<file path="config.mk">
export PLATFORM = sky130hd
export DESIGN_NAME = xip_read_xlate
export DESIGN_NICKNAME = d
export VERILOG_FILES = /design/src/rtl/xip_pkg.sv /design/src/rtl/xip_addr_map.sv /design/src/rtl/xip_idle_timer.sv /design/src/rtl/xip_ctrl.sv /design/src/rtl/xip_read_xlate.sv
export SDC_FILE = /design/constraint.sdc
export NUM_CORES = 1
export LEC_CHECK = 0
export ABC_AREA = 1
export ABC_CLOCK_PERIOD_IN_PS = 6300
export BUFFER_PORTS_ARGS = -buffer_cell sky130_fd_sc_hd__buf_2
export CAP_MARGIN = 10
export CORE_UTILIZATION = 45
export DETAILED_ROUTE_END_ITERATION = 6
export PLACE_DENSITY = 0.68
export SLEW_MARGIN = 40
export SYNTH_ARGS = -nofsm -noshare
export SYNTH_HDL_FRONTEND = slang
export SYNTH_SLANG_ARGS = --single-unit
</file>
<file path="constraint.sdc">
create_clock -name clk -period 6.3 [get_ports clk]
set_input_delay 1.26 -clock clk [delete_from_list [all_inputs] [get_ports clk]]
set_output_delay 1.26 -clock clk [all_outputs]
set_load 0.02 [all_outputs]
</file>
<file path="src/rtl/xip_pkg.sv">
package xip_pkg;
  typedef enum logic [1:0] {
    ST_IDLE  = 2'd0,
    ST_XFER  = 2'd1,
    ST_OPEN  = 2'd2,
    ST_CLOSE = 2'd3
  } xip_state_t;
endpackage

</file>
<file path="src/rtl/xip_addr_map.sv">
module xip_addr_map #(
  parameter int WIN_AW = 16,
  parameter int ADDR_W = 32,
  parameter int PG_W   = 5
) (
  input  logic [WIN_AW-1:0] win_addr,
  input  logic [ADDR_W-1:0] offset,
  input  logic [PG_W-1:0]   page_log2,
  input  logic [ADDR_W-1:0] last_addr,
  output logic [ADDR_W-1:0] phys,
  output logic              page_end,
  output logic              follows
);
  localparam logic [ADDR_W-1:0] ONE = {{(ADDR_W-1){1'b0}}, 1'b1};
  logic [ADDR_W-1:0] mask;

  always_comb begin
    mask     = (ONE << page_log2) - ONE;
    phys     = {{(ADDR_W-WIN_AW){1'b0}}, win_addr} + offset;
    page_end = (phys & mask) == mask;
    follows  = (phys == last_addr + ONE) && ((phys & ~mask) == (last_addr & ~mask));
  end
endmodule

</file>
<file path="src/rtl/xip_idle_timer.sv">
module xip_idle_timer #(
  parameter int TMO_W = 8
) (
  input  logic             clk,
  input  logic             rst,
  input  logic             clear,
  input  logic             tick,
  input  logic             enable,
  input  logic [TMO_W-1:0] limit,
  output logic             expired
);
  localparam logic [TMO_W-1:0] CNT_MAX = {TMO_W{1'b1}};
  logic [TMO_W-1:0] cnt;

  always_ff @(posedge clk) begin
    if (rst || clear) cnt <= '0;
    else if (tick && cnt != CNT_MAX) cnt <= cnt + 1'b1;
  end

  assign expired = enable && (cnt >= limit);
endmodule

</file>
<file path="src/rtl/xip_ctrl.sv">
module xip_ctrl
  import xip_pkg::*;
#(
  parameter int ADDR_W = 32
) (
  input  logic              clk,
  input  logic              rst,
  input  logic              cfg_enable,
  input  logic              cfg_stop,
  input  logic              cfg_seq_mode,
  input  logic [7:0]        cfg_rd_cmd,
  input  logic [7:0]        cfg_wr_cmd,
  input  logic [3:0]        cfg_rd_xfer,
  input  logic [3:0]        cfg_wr_xfer,
  input  logic [1:0]        cfg_addr_bytes,
  input  logic              bus_req,
  input  logic              bus_we,
  input  logic [7:0]        bus_wdata,
  input  logic [ADDR_W-1:0] phys,
  input  logic              page_end,
  input  logic              follows,
  input  logic              tmo_expired,
  input  logic              sq_done,
  input  logic [7:0]        sq_rdata,
  output logic [ADDR_W-1:0] last_addr,
  output logic              in_open,
  output logic              bus_gnt,
  output logic              bus_ack,
  output logic [7:0]        bus_rdata,
  output logic              sq_start,
  output logic              sq_close,
  output logic              sq_with_hdr,
  output logic [7:0]        sq_cmd,
  output logic [ADDR_W-1:0] sq_addr,
  output logic [1:0]        sq_addr_bytes,
  output logic [3:0]        sq_xfer,
  output logic              sq_hold_cs,
  output logic [7:0]        sq_wdata
);
  xip_state_t state;
  logic       last_we;

  assign in_open = (state == ST_OPEN);

  always_ff @(posedge clk) begin
    if (rst) begin
      state         <= ST_IDLE;
      last_addr     <= '0;
      last_we       <= 1'b0;
      bus_gnt       <= 1'b0;
      bus_ack       <= 1'b0;
      bus_rdata     <= '0;
      sq_start      <= 1'b0;
      sq_close      <= 1'b0;
      sq_with_hdr   <= 1'b0;
      sq_cmd        <= '0;
      sq_addr       <= '0;
      sq_addr_bytes <= '0;
      sq_xfer       <= '0;
      sq_hold_cs    <= 1'b0;
      sq_wdata      <= '0;
    end else begin
      bus_gnt  <= 1'b0;
      bus_ack  <= 1'b0;
      sq_start <= 1'b0;
      sq_close <= 1'b0;
      unique case (state)
        ST_IDLE: begin
          if (bus_req && cfg_enable && !cfg_stop) begin
            bus_gnt       <= 1'b1;
            sq_start      <= 1'b1;
            sq_with_hdr   <= 1'b1;
            sq_cmd        <= bus_we ? cfg_wr_cmd : cfg_rd_cmd;
            sq_xfer       <= bus_we ? cfg_wr_xfer : cfg_rd_xfer;
            sq_addr       <= phys;
            sq_addr_bytes <= cfg_addr_bytes;
            sq_wdata      <= bus_wdata;
            sq_hold_cs    <= cfg_seq_mode && !page_end;
            last_addr     <= phys;
            last_we       <= bus_we;
            state         <= ST_XFER;
          end
        end
        ST_XFER: begin
          if (sq_done) begin
            bus_ack   <= 1'b1;
            bus_rdata <= sq_rdata;
            state     <= sq_hold_cs ? ST_OPEN : ST_IDLE;
          end
        end
        ST_OPEN: begin
          if (!cfg_enable || cfg_stop || !cfg_seq_mode || tmo_expired) begin
            sq_close <= 1'b1;
            state    <= ST_CLOSE;
          end else if (bus_req) begin
            if (follows && (bus_we == last_we)) begin
              bus_gnt     <= 1'b1;
              sq_start    <= 1'b1;
              sq_with_hdr <= 1'b0;
              sq_addr     <= phys;
              sq_wdata    <= bus_wdata;
              sq_hold_cs  <= !page_end;
              last_addr   <= phys;
              state       <= ST_XFER;
            end else begin
              sq_close <= 1'b1;
              state    <= ST_CLOSE;
            end
          end
        end
        ST_CLOSE: begin
          if (sq_done) state <= ST_IDLE;
        end
        default: state <= ST_IDLE;
      endcase
    end
  end
endmodule

</file>
<file path="src/rtl/xip_read_xlate.sv">
module xip_read_xlate #(
  parameter int WIN_AW = 16,
  parameter int ADDR_W = 32,
  parameter int PG_W   = 5,
  parameter int TMO_W  = 8
) (
  input  logic              clk,
  input  logic              rst,
  input  logic              cfg_enable,
  input  logic              cfg_stop,
  input  logic              cfg_seq_mode,
  input  logic              cfg_tmo_en,
  input  logic [7:0]        cfg_rd_cmd,
  input  logic [7:0]        cfg_wr_cmd,
  input  logic [3:0]        cfg_rd_xfer,
  input  logic [3:0]        cfg_wr_xfer,
  input  logic [PG_W-1:0]   cfg_page_log2,
  input  logic [TMO_W-1:0]  cfg_tmo_limit,
  input  logic [ADDR_W-1:0] cfg_addr_offset,
  input  logic [1:0]        cfg_addr_bytes,
  input  logic              bus_req,
  input  logic              bus_we,
  input  logic [WIN_AW-1:0] bus_addr,
  input  logic [7:0]        bus_wdata,
  output logic              bus_gnt,
  output logic              bus_ack,
  output logic [7:0]        bus_rdata,
  output logic              sq_start,
  output logic              sq_close,
  output logic              sq_with_hdr,
  output logic [7:0]        sq_cmd,
  output logic [ADDR_W-1:0] sq_addr,
  output logic [1:0]        sq_addr_bytes,
  output logic [3:0]        sq_xfer,
  output logic              sq_hold_cs,
  output logic [7:0]        sq_wdata,
  input  logic              sq_done,
  input  logic [7:0]        sq_rdata,
  input  logic              sq_tick
);
  logic [ADDR_W-1:0] phys;
  logic [ADDR_W-1:0] last_addr;
  logic              page_end;
  logic              follows;
  logic              tmo_expired;
  logic              in_open;

  xip_addr_map #(.WIN_AW(WIN_AW), .ADDR_W(ADDR_W), .PG_W(PG_W)) u_map (
    .win_addr (bus_addr),
    .offset   (cfg_addr_offset),
    .page_log2(cfg_page_log2),
    .last_addr(last_addr),
    .phys     (phys),
    .page_end (page_end),
    .follows  (follows)
  );

  xip_idle_timer #(.TMO_W(TMO_W)) u_timer (
    .clk    (clk),
    .rst    (rst),
    .clear  (!in_open),
    .tick   (sq_tick),
    .enable (cfg_tmo_en),
    .limit  (cfg_tmo_limit),
    .expired(tmo_expired)
  );

  xip_ctrl #(.ADDR_W(ADDR_W)) u_ctrl (
    .clk           (clk),
    .rst           (rst),
    .cfg_enable    (cfg_enable),
    .cfg_stop      (cfg_stop),
    .cfg_seq_mode  (cfg_seq_mode),
    .cfg_rd_cmd    (cfg_rd_cmd),
    .cfg_wr_cmd    (cfg_wr_cmd),
    .cfg_rd_xfer   (cfg_rd_xfer),
    .cfg_wr_xfer   (cfg_wr_xfer),
    .cfg_addr_bytes(cfg_addr_bytes),
    .bus_req       (bus_req),
    .bus_we        (bus_we),
    .bus_wdata     (bus_wdata),
    .phys          (phys),
    .page_end      (page_end),
    .follows       (follows),
    .tmo_expired   (tmo_expired),
    .sq_done       (sq_done),
    .sq_rdata      (sq_rdata),
    .last_addr     (last_addr),
    .in_open       (in_open),
    .bus_gnt       (bus_gnt),
    .bus_ack       (bus_ack),
    .bus_rdata     (bus_rdata),
    .sq_start      (sq_start),
    .sq_close      (sq_close),
    .sq_with_hdr   (sq_with_hdr),
    .sq_cmd        (sq_cmd),
    .sq_addr       (sq_addr),
    .sq_addr_bytes (sq_addr_bytes),
    .sq_xfer       (sq_xfer),
    .sq_hold_cs    (sq_hold_cs),
    .sq_wdata      (sq_wdata)
  );
endmodule

</file>
==> reports/qor.yml, run 1 <==
status: "finished, final reports clean"
core_area_mm2: 0.0183
start_util_pct: 46.6
hold_viol: 0
setup_viol: 0
seqCellArea_mm2: 0.00156
path_cells: "buf_2 > ha_1 > inv_1 > fa_1 > inv_1 > nand2_1 > nand2_1 > nand3_1 > nand2_1 > nand2_1 > nand2_1 > nand2_1 > nand2_1 > nand2_1 > nand2_1 > nand3_1 > nor2_1 > nand3_1 > nor2_1 > nand3_2 > nand2_4 > nand2_2 > nand2_1 > a21oi_1"
io_buffers: 180
worst-setup-path-type: "in2reg"
cts_setup_buffers: 0
fill_cells: 2032
ys_async_sr_fraction_pct: 0
crit_top_cell: "nand2_1"
antenna_found_initial: 0
synth_flop_cell: "dfxtp_1"
post-place-ws_ps: 1220
routed_wl_um: 32200
endpoint_kind: "register"
synth-seq-cells: 78
max_freq_ghz: 0.209
power_mw: 2.30
syn2layout_area_growth_pct: 15.6
synth-seq-area-share_pct: 18.3
syn_nets: 1704
rows: 49
critical-path-max-stage-delay_ps: 430
period_share_pct: 76.1
cts-root-buf: "clkbuf_16"
fin_hold_ws_ps: 460
relSlewSlack_pct: 56.2
grt_use_total_pct: 32.8
yosysWarnings: 0
numCtsBuffers: 9
clk_latency_ps: 350
critical_path.top_delay_family: "simple AND/OR/NAND/NOR gates"
crit_arrival_ps: 5000
cp_slowest_cell: "nand2_2"
ir_drop_mv: 0.148
vias: 10753
grt_pass1_vias: 9492
rsz0062_at_grt: "no"
drc: 0
cap_violations: 0
final_core_util_pct: 53.9
die_h_um: 140
io_pins: 181
fin_skew_ps: 10.8
dieArea_mm2: 0.0195
finalSetupTns_ps: 0
maxSlewViolCount: 0
first_pass_iters: 6
period_needed_ps: 4790
post_cts_resized: 0
numClockSinks: 78
multiInputGateArea_mm2: 0.00592
cts_max_path_buffers: 2
cp.buffers_inverters: 3
htree_levels: 3
synth_edf_count: 0
powerDensity_mw_per_mm2: 234
antenna_left: 0
cp.depth: 24
first_iter_violations: 1104
synth_area_mm2: 0.00851
cp.required_ps: 6500
drive_above_1_share_pct: 13.6
grt_start_max_net_pins: 58
wl_per_cell_um: 16.5
grt_pass1_wl_um: 49900
gp_congestion: 1.07
setup_slack_ps: 1510
holdPathStages: 2
rr_worst_depth: 19
synth_cell_types: 49
path_max_fanout: 29
grt_overflow_total: 0
cp-start-kind: "input pin"
worstHoldPathType: "reg2reg"
diodes: 0
cts.clk_slew.worst_paths_ps: 70
synth_cells: 1563
synth.avg_cell_area_um2: 5.45
dpl.hpwl_um: 26400
cts_tree: "built"
worstMarginPinSlew_ps: 658
fin_nets: 1860
die_w_um: 140
leakage_nw: 5.37
cts_hold_buf: 0
viasPerCell: 5.51
-- area by class of cell --
cell class                 instances  area share [%]
multi-input combinational       1222            60.1
sequential                        78            15.9
timing repair buffer             184            9.46
inverter                         224            8.55
tap                              229            2.91
clock buffer                       9            2.29
clock inverter                     7           0.788
-- cells in the mapped netlist, drive strengths merged, types with 2 or more instances --
library cell,instances,area (um^2)
inv,223,837
nand4,50,325
o211ai,3,22.5
a211oi,2,15.0
o22ai,3,18.8
buf,18,136
or2,2,12.5
o21ai,47,235
nor3,20,105
dfxtp,78,1560
xor2,26,228
xnor2,5,43.8
nor4,5,37.5
nor2,205,822
o21bai,2,15.0
o41ai,2,17.5
nand3,213,1090
nand2,483,1830
a31oi,2,12.5
nand3b,16,120
ha,27,338
and2,6,37.5
nor3b,3,22.5
clkbuf,21,78.8
a21oi,91,455
-- report_power, final --
part	internal (mW)	switching (mW)	leakage, nW
Sequential	0.574	0.122	0.635
Combinational	0.344	0.717	4.59
Clock	0.311	0.231	0.147
Total	1.23	1.07	5.37
-- metrics by stage --
| stage | cells | cell area [um^2] |
|---|---|---|
| 2_1_floorplan | 1563 | 8510 |
| 6_report | 1953 | 9840 |
| 5_1_grt | 1953 | 9840 |
| 4_1_cts | 1953 | 9840 |
| 3_5_place_dp | 1937 | 9540 |
| 3_3_place_gp | 1937 | 9540 |
-- layer usage --
layer | track usage (%) | vias to the layer above | wire length, um
li1 | - | 5362 | -
met1 | 44.7 | 4779 | 14000
met2 | 51.7 | 543 | 13900
met3 | 5.20 | 69 | 3210
met4 | 13.0 | 0 | 1120
met5 | 0 | - | 0
-- kinds of logic after synthesis --
family	Yosys count	share of synthesized area (%)
XOR/XNOR	32	3.45
AO/OA/AOI/OAI	157	9.79
flip-flops	78	18.3
AND/OR/NAND/NOR	1005	51.8
buffers and inverters	263	12.4
adder cells (fa/ha/maj)	28	4.20
-- registers in the layout, indices dropped and copies added, names as in the netlist, 2 cells and up --
signal                count
u_ctrl.bus_rdata          8
u_ctrl.sq_addr           32
u_ctrl.sq_addr_bytes      2
u_ctrl.sq_cmd             8
u_ctrl.sq_wdata           8
u_ctrl.sq_xfer            4
u_ctrl.state              2
u_timer.cnt               8
-- final timing paths --
path / startpoint / to / slack, ps
max: cfg_addr_offset[0] / u_ctrl.sq_addr[30] / 1510
max reg2reg: u_ctrl.sq_addr[1] / u_ctrl.sq_addr[30] / 2510
min: u_ctrl.sq_wdata[6] / u_ctrl.sq_wdata[6] / 460
min reg2reg: u_ctrl.sq_wdata[6] / u_ctrl.sq_wdata[6] / 460
-- worst min-delay path, delay by kind of cell, from the launching register on --
family          cells  cell delay, ps
simple gates        1              60
compound gates      1              50
flops               1             310
-- cell usage in the layout, fill, tap and decap left out, types with 6 or more instances in the layout --
master | synthesis | layout
nand4_1 | 48 | 48
nand3b_1 | 16 | 16
xor2_1 | 26 | 26
nand3_1 | 208 | 208
ha_1 | 27 | 27
dfxtp_1 | 78 | 78
and2_1 | 6 | 6
clkbuf_16 | 0 | 9
a21oi_1 | 91 | 91
nor3_1 | 19 | 19
buf_2 | 7 | 180
o21ai_0 | 42 | 42
nor2_1 | 192 | 192
inv_1 | 216 | 216
nand2_1 | 480 | 480
inv_2 | 7 | 7
nor2_2 | 9 | 9
(Power assumes the default switching activity.)
==> run 2, diff against run 1 <==
--- a/config.mk
+++ b/config.mk
@@ -6,7 +6,7 @@
 export NUM_CORES = 1
 export LEC_CHECK = 0
 export ABC_AREA = 1
-export ABC_CLOCK_PERIOD_IN_PS = 6300
+export ABC_CLOCK_PERIOD_IN_PS = 4960
 export BUFFER_PORTS_ARGS = -buffer_cell sky130_fd_sc_hd__buf_2
 export CAP_MARGIN = 10
 export CORE_UTILIZATION = 45
==> constraint.sdc (replaced) <==
create_clock -name clk -period 4.96 [get_ports clk]
set_input_delay 0.992 -clock clk [delete_from_list [all_inputs] [get_ports clk]]
set_output_delay 0.992 -clock clk [all_outputs]
set_load 0.02 [all_outputs]
==> run 2 against run 1 <==
Compared with the run above:
- clock skew grew 0.60 ps
- die area is the same
- worst setup slack lost 740 ps
- non-clock buffer count is the same
- wire length shrank 1.1%
- sequential share of layout area is essentially flat
- critical path type unchanged
==> reports/qor.yml, run 2 (synthesis gave the netlist of run 1 again) <==
viasPerCell: 5.52  # +0.24%
cts_hold_buf: 0  # unchanged
drc: 0  # unchanged
path_max_fanout: 27  # -6.9%
cts-root-buf: "clkbuf_16"
grt_pass1_wl_um: 50000  # +0.19%
setup_viol: 0  # unchanged
io_pins: 181  # unchanged
wl_per_cell_um: 16.3  # -1.1%
holdPathStages: 2  # unchanged
layout_commonest_cell: "nand2_1"
antenna_left: 0  # unchanged
routed_wl_um: 31800  # -1.1%
ir_drop_mv: 0.252  # +70%
cts_setup_buffers: 0  # unchanged
mostFrequentLayoutCells: "480 x nand2_1, 216 x inv_1, 208 x nand3_1"
cap_violations: 0  # unchanged
dpl.hpwl_um: 26100  # -1.2%
grt_pass1_vias: 9579  # +0.92%
cts_tree: "built"
worstHoldPathType: "reg2reg"
io_buffers: 180  # unchanged
crit_arrival_ps: 4390  # -610 ps
largest_reg_flops: 32  # unchanged
syn2layout_area_growth_pct: 15.7  # about the same
htree_levels: 3  # unchanged
maxSlewViolCount: 0  # unchanged
finalSetupTns_ps: 0  # unchanged
powerDensity_mw_per_mm2: 294  # +26%
dieArea_mm2: 0.0195  # unchanged
die_h_um: 140  # unchanged
numClockSinks: 78  # unchanged
cts_max_path_buffers: 2  # unchanged
first_iter_violations: 1001  # -9.3%
period_share_pct: 84.6
fin_skew_ps: 11.4  # +0.604 ps
cp.required_ps: 5160  # -1340 ps
antenna_found_initial: 0  # unchanged
first_pass_iters: 5  # -1
cp-start-kind: "input pin"
post_cts_resized: 0  # unchanged
max_freq_ghz: 0.238
clk_latency_ps: 340  # about the same
core_area_mm2: 0.0183  # unchanged
cts.clk_slew.worst_paths_ps: 70  # about the same
grt_use_total_pct: 32.7  # -0.16 points
status: "finished, final reports clean"
die_w_um: 140  # unchanged
rsz0062_at_grt: "no"
drive_above_1_share_pct: 13.6  # -0.058 points
fin_nets: 1860  # unchanged
fin_hold_ws_ps: 464  # +3.46 ps
leakage_nw: 5.37  # about the same
start_util_pct: 46.6  # unchanged
relSlewSlack_pct: 52.2  # -4.0 points
grt_overflow_total: 0  # unchanged
worstMarginPinSlew_ps: 715  # +57.2 ps
worst-setup-path-type: "in2reg"
numCtsBuffers: 9  # unchanged
gp_congestion: 1.02  # -4.3%
vias: 10779  # +0.24%
largest-register: "u_ctrl.sq_addr"
grt_start_max_net_pins: 59  # +1.7%
rr_worst_depth: 19  # unchanged
rows: 49  # unchanged
period_needed_ps: 4200
diodes: 0  # unchanged
final_core_util_pct: 53.9  # about the same
hold_viol: 0  # unchanged
endpoint_kind: "register"
## run 2: worst paths after layout
check                                         from            endpoint  slack, ps
worst min register to register  u_ctrl.sq_wdata[3]  u_ctrl.sq_wdata[3]        460
worst min-delay path            u_ctrl.sq_wdata[3]  u_ctrl.sq_wdata[3]        460
worst max-delay path            cfg_addr_offset[0]  u_ctrl.sq_addr[13]        760
worst max register to register   u_ctrl.sq_addr[1]  u_ctrl.sq_addr[13]       1540
## run 2: routing by layer
metal / global-route usage (%) / share of wire [%] / vias to the layer above
li1: - / - / 5346
met1: 43.7 / 43 / 4813
met2: 52.1 / 43 / 551
met3: 5.71 / 9.6 / 69
met4: 12.6 / 3.7 / 0
met5: 0 / 0 / -
## run 2: layout make-up
| type | count | area, um^2 |
|---|---|---|
| Clock inverter | 6 | 70.1 |
| Multi-Input combinational cell | 1222 | 5920 |
| Fill cell | 1971 | 8420 |
| Timing Repair Buffer | 184 | 943 |
| Clock buffer | 10 | 229 |
| Sequential cell | 78 | 1560 |
| Inverter | 224 | 841 |
| Tap cell | 229 | 287 |
## run 2: stage by stage
stage	total power, mW	cells	area (um^2)	setup slack, ps
after floorplan	1.80	1563	8510	1420
after global placement	2.20	1937	9550	566
after detailed placement	2.21	1937	9550	471
after CTS	2.88	1953	9850	822
after global routing	3.10	1953	9850	431
final	2.90	1953	9850	764
## run 2: where the power goes
group	switching [mW]	internal [mW]	total [mW]	leakage, nW
registers	0.159	0.729	0.888	0.635
logic	0.897	0.446	1.34	4.60
clock network	0.272	0.393	0.665	0.136
total	1.33	1.57	2.90	5.37
## run 2: critical path, cell delays in order
cell and delay (ps):
buf_2 80, ha_1 260, inv_1 90, fa_1 400
inv_1 140, nand2_1 100, nand2_1 100, nand3_1 130
nand2_1 180, nand2_1 90, nand2_1 70, nand2_1 120
nand2_1 190, nand2_1 70, nand2_1 90, nand3_1 80
nor2_1 140, nand3_1 90, nor2_1 160, nand3_2 130
nand2_4 90, nand2_2 330, nand2_1 190, a21oi_1 80
==> run 3, diff against run 2 <==
--- a/config.mk
+++ b/config.mk
@@ -6,12 +6,12 @@
 export NUM_CORES = 1
 export LEC_CHECK = 0
 export ABC_AREA = 1
-export ABC_CLOCK_PERIOD_IN_PS = 4960
+export ABC_CLOCK_PERIOD_IN_PS = 3500
 export BUFFER_PORTS_ARGS = -buffer_cell sky130_fd_sc_hd__buf_2
 export CAP_MARGIN = 10
 export CORE_UTILIZATION = 45
 export DETAILED_ROUTE_END_ITERATION = 6
-export PLACE_DENSITY = 0.68
+export PLACE_DENSITY = 0.7
 export SLEW_MARGIN = 40
 export SYNTH_ARGS = -nofsm -noshare
 export SYNTH_HDL_FRONTEND = slang
==> constraint.sdc (replaced) <==
create_clock -name clk -period 3.5 [get_ports clk]
set_input_delay 0.7 -clock clk [delete_from_list [all_inputs] [get_ports clk]]
set_output_delay 0.7 -clock clk [all_outputs]
set_load 0.02 [all_outputs]
==> run 3 against run 2 <==
Compared with the run above:
- first-iteration DRC count decreased by 0.60%
- clock-buffer cell count shrank 1
- core utilization up 9.2 points
- sequential share of layout area fell by 2.3 points
- flip-flop and latch count unchanged
- critical path type unchanged
- hold slack got worse by 2.4 ps
- clock power is 34% higher
- via count grew 6.5%
- design area up 17%
- register-to-register slack worse by 1300 ps
- critical endpoint is now u_ctrl.sq_addr[18]
==> reports/qor.yml, run 3 (synthesis gave the netlist of run 1 again) <==
crit_top_cell: "nand2_1"
ir_drop_mv: 0.427  # +70%
antenna_left: 0  # unchanged
syn2layout_area_growth_pct: 35.4
place_area_mm2: 0.0107  # +12%
status: "finished, final reports clean"
setup_slack_ps: 97.4  # -667 ps
setup_viol: 0  # unchanged
worstSetupStartpoint: "bus_addr[9]"
cts-root-buf: "clkbuf_16"
hold_viol: 0  # unchanged
wl_per_cell_um: 16.2  # -0.52%
fin_skew_ps: 13.5  # +2.11 ps
worstMarginPinSlew_ps: 788  # +73.2 ps
leakage_nw: 6.20  # +15%
max_freq_ghz: 0.294
worstHoldPathType: "reg2reg"
rr_worst_depth: 18  # -1
viasPerCell: 5.44  # -1.4%
routed_wl_um: 34200  # +7.5%
fill_cells: 1819  # -7.7%
fin_nets: 2017  # +8.4%
cp-start-kind: "input pin"
largest-register: "u_ctrl.sq_addr"
die_w_um: 140  # unchanged
io_pins: 181  # unchanged
drc: 0  # unchanged
dieArea_mm2: 0.0195  # unchanged
layout_commonest_cell: "nand2_1"
numClockSinks: 78  # unchanged
cp_slowest_cell: "ha_4"
dpl.hpwl_um: 27900  # +6.7%
gp_congestion: 1.05  # +2.3%
mostFrequentLayoutCells: "453 x nand2_1, 213 x inv_1, 197 x nand3_1"
cp.required_ps: 3700  # -1460 ps
crit-reg2reg-launch: "u_ctrl.sq_addr[1]"
cp.depth: 23  # -4.2%
path_max_fanout: 8  # -70%
grt_use_total_pct: 33.9  # +1.2 points
finalSetupTns_ps: 0  # unchanged
holdCritStartpoint: "u_ctrl.sq_wdata[4]"
first_pass_iters: 6  # +1
post-place-ws_ps: -312  # -782 ps
cp.buffers_inverters: 4  # +1
cts_max_path_buffers: 2  # unchanged
start_util_pct: 46.6  # unchanged
core_area_mm2: 0.0183  # unchanged
worst-setup-path-type: "in2reg"
cts_tree: "built"
final_area_mm2: 0.0115  # +17%
critical-path-max-stage-delay_ps: 280  # -120 ps
rows: 49  # unchanged
endpoint_kind: "register"
grt_start_max_net_pins: 42  # -29%
powerDensity_mw_per_mm2: 392  # +33%
cts_hold_buf: 0  # unchanged
maxSlewViolCount: 0  # unchanged
crit_arrival_ps: 3600  # -790 ps
diodes: 0  # unchanged
first_iter_violations: 995  # -0.60%
cts.clk_slew.worst_paths_ps: 70  # about the same
period_needed_ps: 3400
htree_levels: 3  # unchanged
path_cells: "buf_2 > ha_4 > nand2_1 > buf_4 > nor2_1 > nand3_1 > nand3_2 > nand2_1 > nand2_1 > buf_4 > nand2_1 > nand2_2 > xor2_1 > nand2_1 > nor2_1 > nand3_2 > nor2_4 > nand3_4 > nand2_8 > nand2_8 > clkbuf_16 > nand2_1 > a21oi_1"
period_share_pct: 97.2
io_buffers: 180  # unchanged
grt_pass1_wl_um: 52100  # +4.2%
holdPathStages: 2  # unchanged
drive_above_1_share_pct: 25.0  # +11 points
numCtsBuffers: 9  # unchanged
largest_reg_flops: 32  # unchanged
grt_pass1_vias: 10248  # +7.0%
antenna_found_initial: 0  # unchanged
clk_latency_ps: 340  # about the same
cap_violations: 0  # unchanged
critical_path.top_delay_family: "simple AND/OR/NAND/NOR gates"
relSlewSlack_pct: 47.3  # -4.9 points
die_h_um: 140  # unchanged
final_core_util_pct: 63.1  # +9.2 points
grt_overflow_total: 0  # unchanged
vias: 11480  # +6.5%
-- run 3: cell types whose count changed in the layout (fill, tap and decap cells not counted), moves of 10 or more --
| cell | delta |
|---|---|
| nor2_2 | +10 |
| nand3_1 | -11 |
| nand2_1 | -27 |
| ha_4 | +12 |
| buf_4 | +150 |
| ha_1 | -14 |
| nand2_2 | +25 |
| nor2_1 | -14 |
-- run 3: per-layer routing --
metal  track usage, %  vias up  share of wire [%]
li1                 -     5670                  -
met1             44.0     5176                 42
met2             54.7      561                 45
met3             7.02       73                9.5
met4             13.3        0                3.6
met5                0        -                  0
-- run 3: worst paths after layout --
path | endpoint | slack [ps]
hold / removal | u_ctrl.sq_wdata[4] | 460
hold reg to reg | u_ctrl.sq_wdata[4] | 460
setup / recovery | u_ctrl.sq_addr[18] | 100
setup reg to reg | u_ctrl.sq_addr[18] | 220
-- run 3: power breakdown --
group / leakage (nW) / internal (mW) / switching (mW)
logic: 5.43 / 0.947 / 1.44
clock network: 0.133 / 0.488 / 0.405
registers: 0.635 / 1.03 / 0.207
-- run 3: area by class of cell --
| class | count | area [um^2] | share of cell area [%] |
|---|---|---|---|
| inverters | 224 | 841 | 7.29 |
| clock buffers | 9 | 225 | 1.95 |
| well taps | 229 | 287 | 2.49 |
| clock inverters | 7 | 55.1 | 0.477 |
| multi-input cells | 1222 | 6330 | 54.9 |
| repair buffers | 341 | 2230 | 19.3 |
| flip-flops and latches | 78 | 1560 | 13.5 |
-- run 3: worst register-to-register path: cells and delay by family (launching register included) --
family,cells,cell delay [ps]
AOI/OAI and AO/OA,1,60
DFF,1,420
xor gates and xnor gates,1,230
and+or+nand+nor,13,1820
adders and majority gates,1,260
buffers and inverters,2,360
-- run 3: through the flow --
stage | power [mW] | std cells | hold WS (ps)
floorplan | 2.55 | 1563 | 470
global placement | 3.38 | 2088 | 444
detailed placement | 3.41 | 2088 | 452
CTS | 4.31 | 2104 | 463
global route | 4.80 | 2110 | 471
finish | 4.52 | 2110 | 461
-- run 3: repair_timing --
action                                 in CTS  in global routing
gates resized for setup                     0                 97
endpoints found under the hold margin       0                  0
setup buffers                               0                  3
setup endpoints to repair                   0                 44
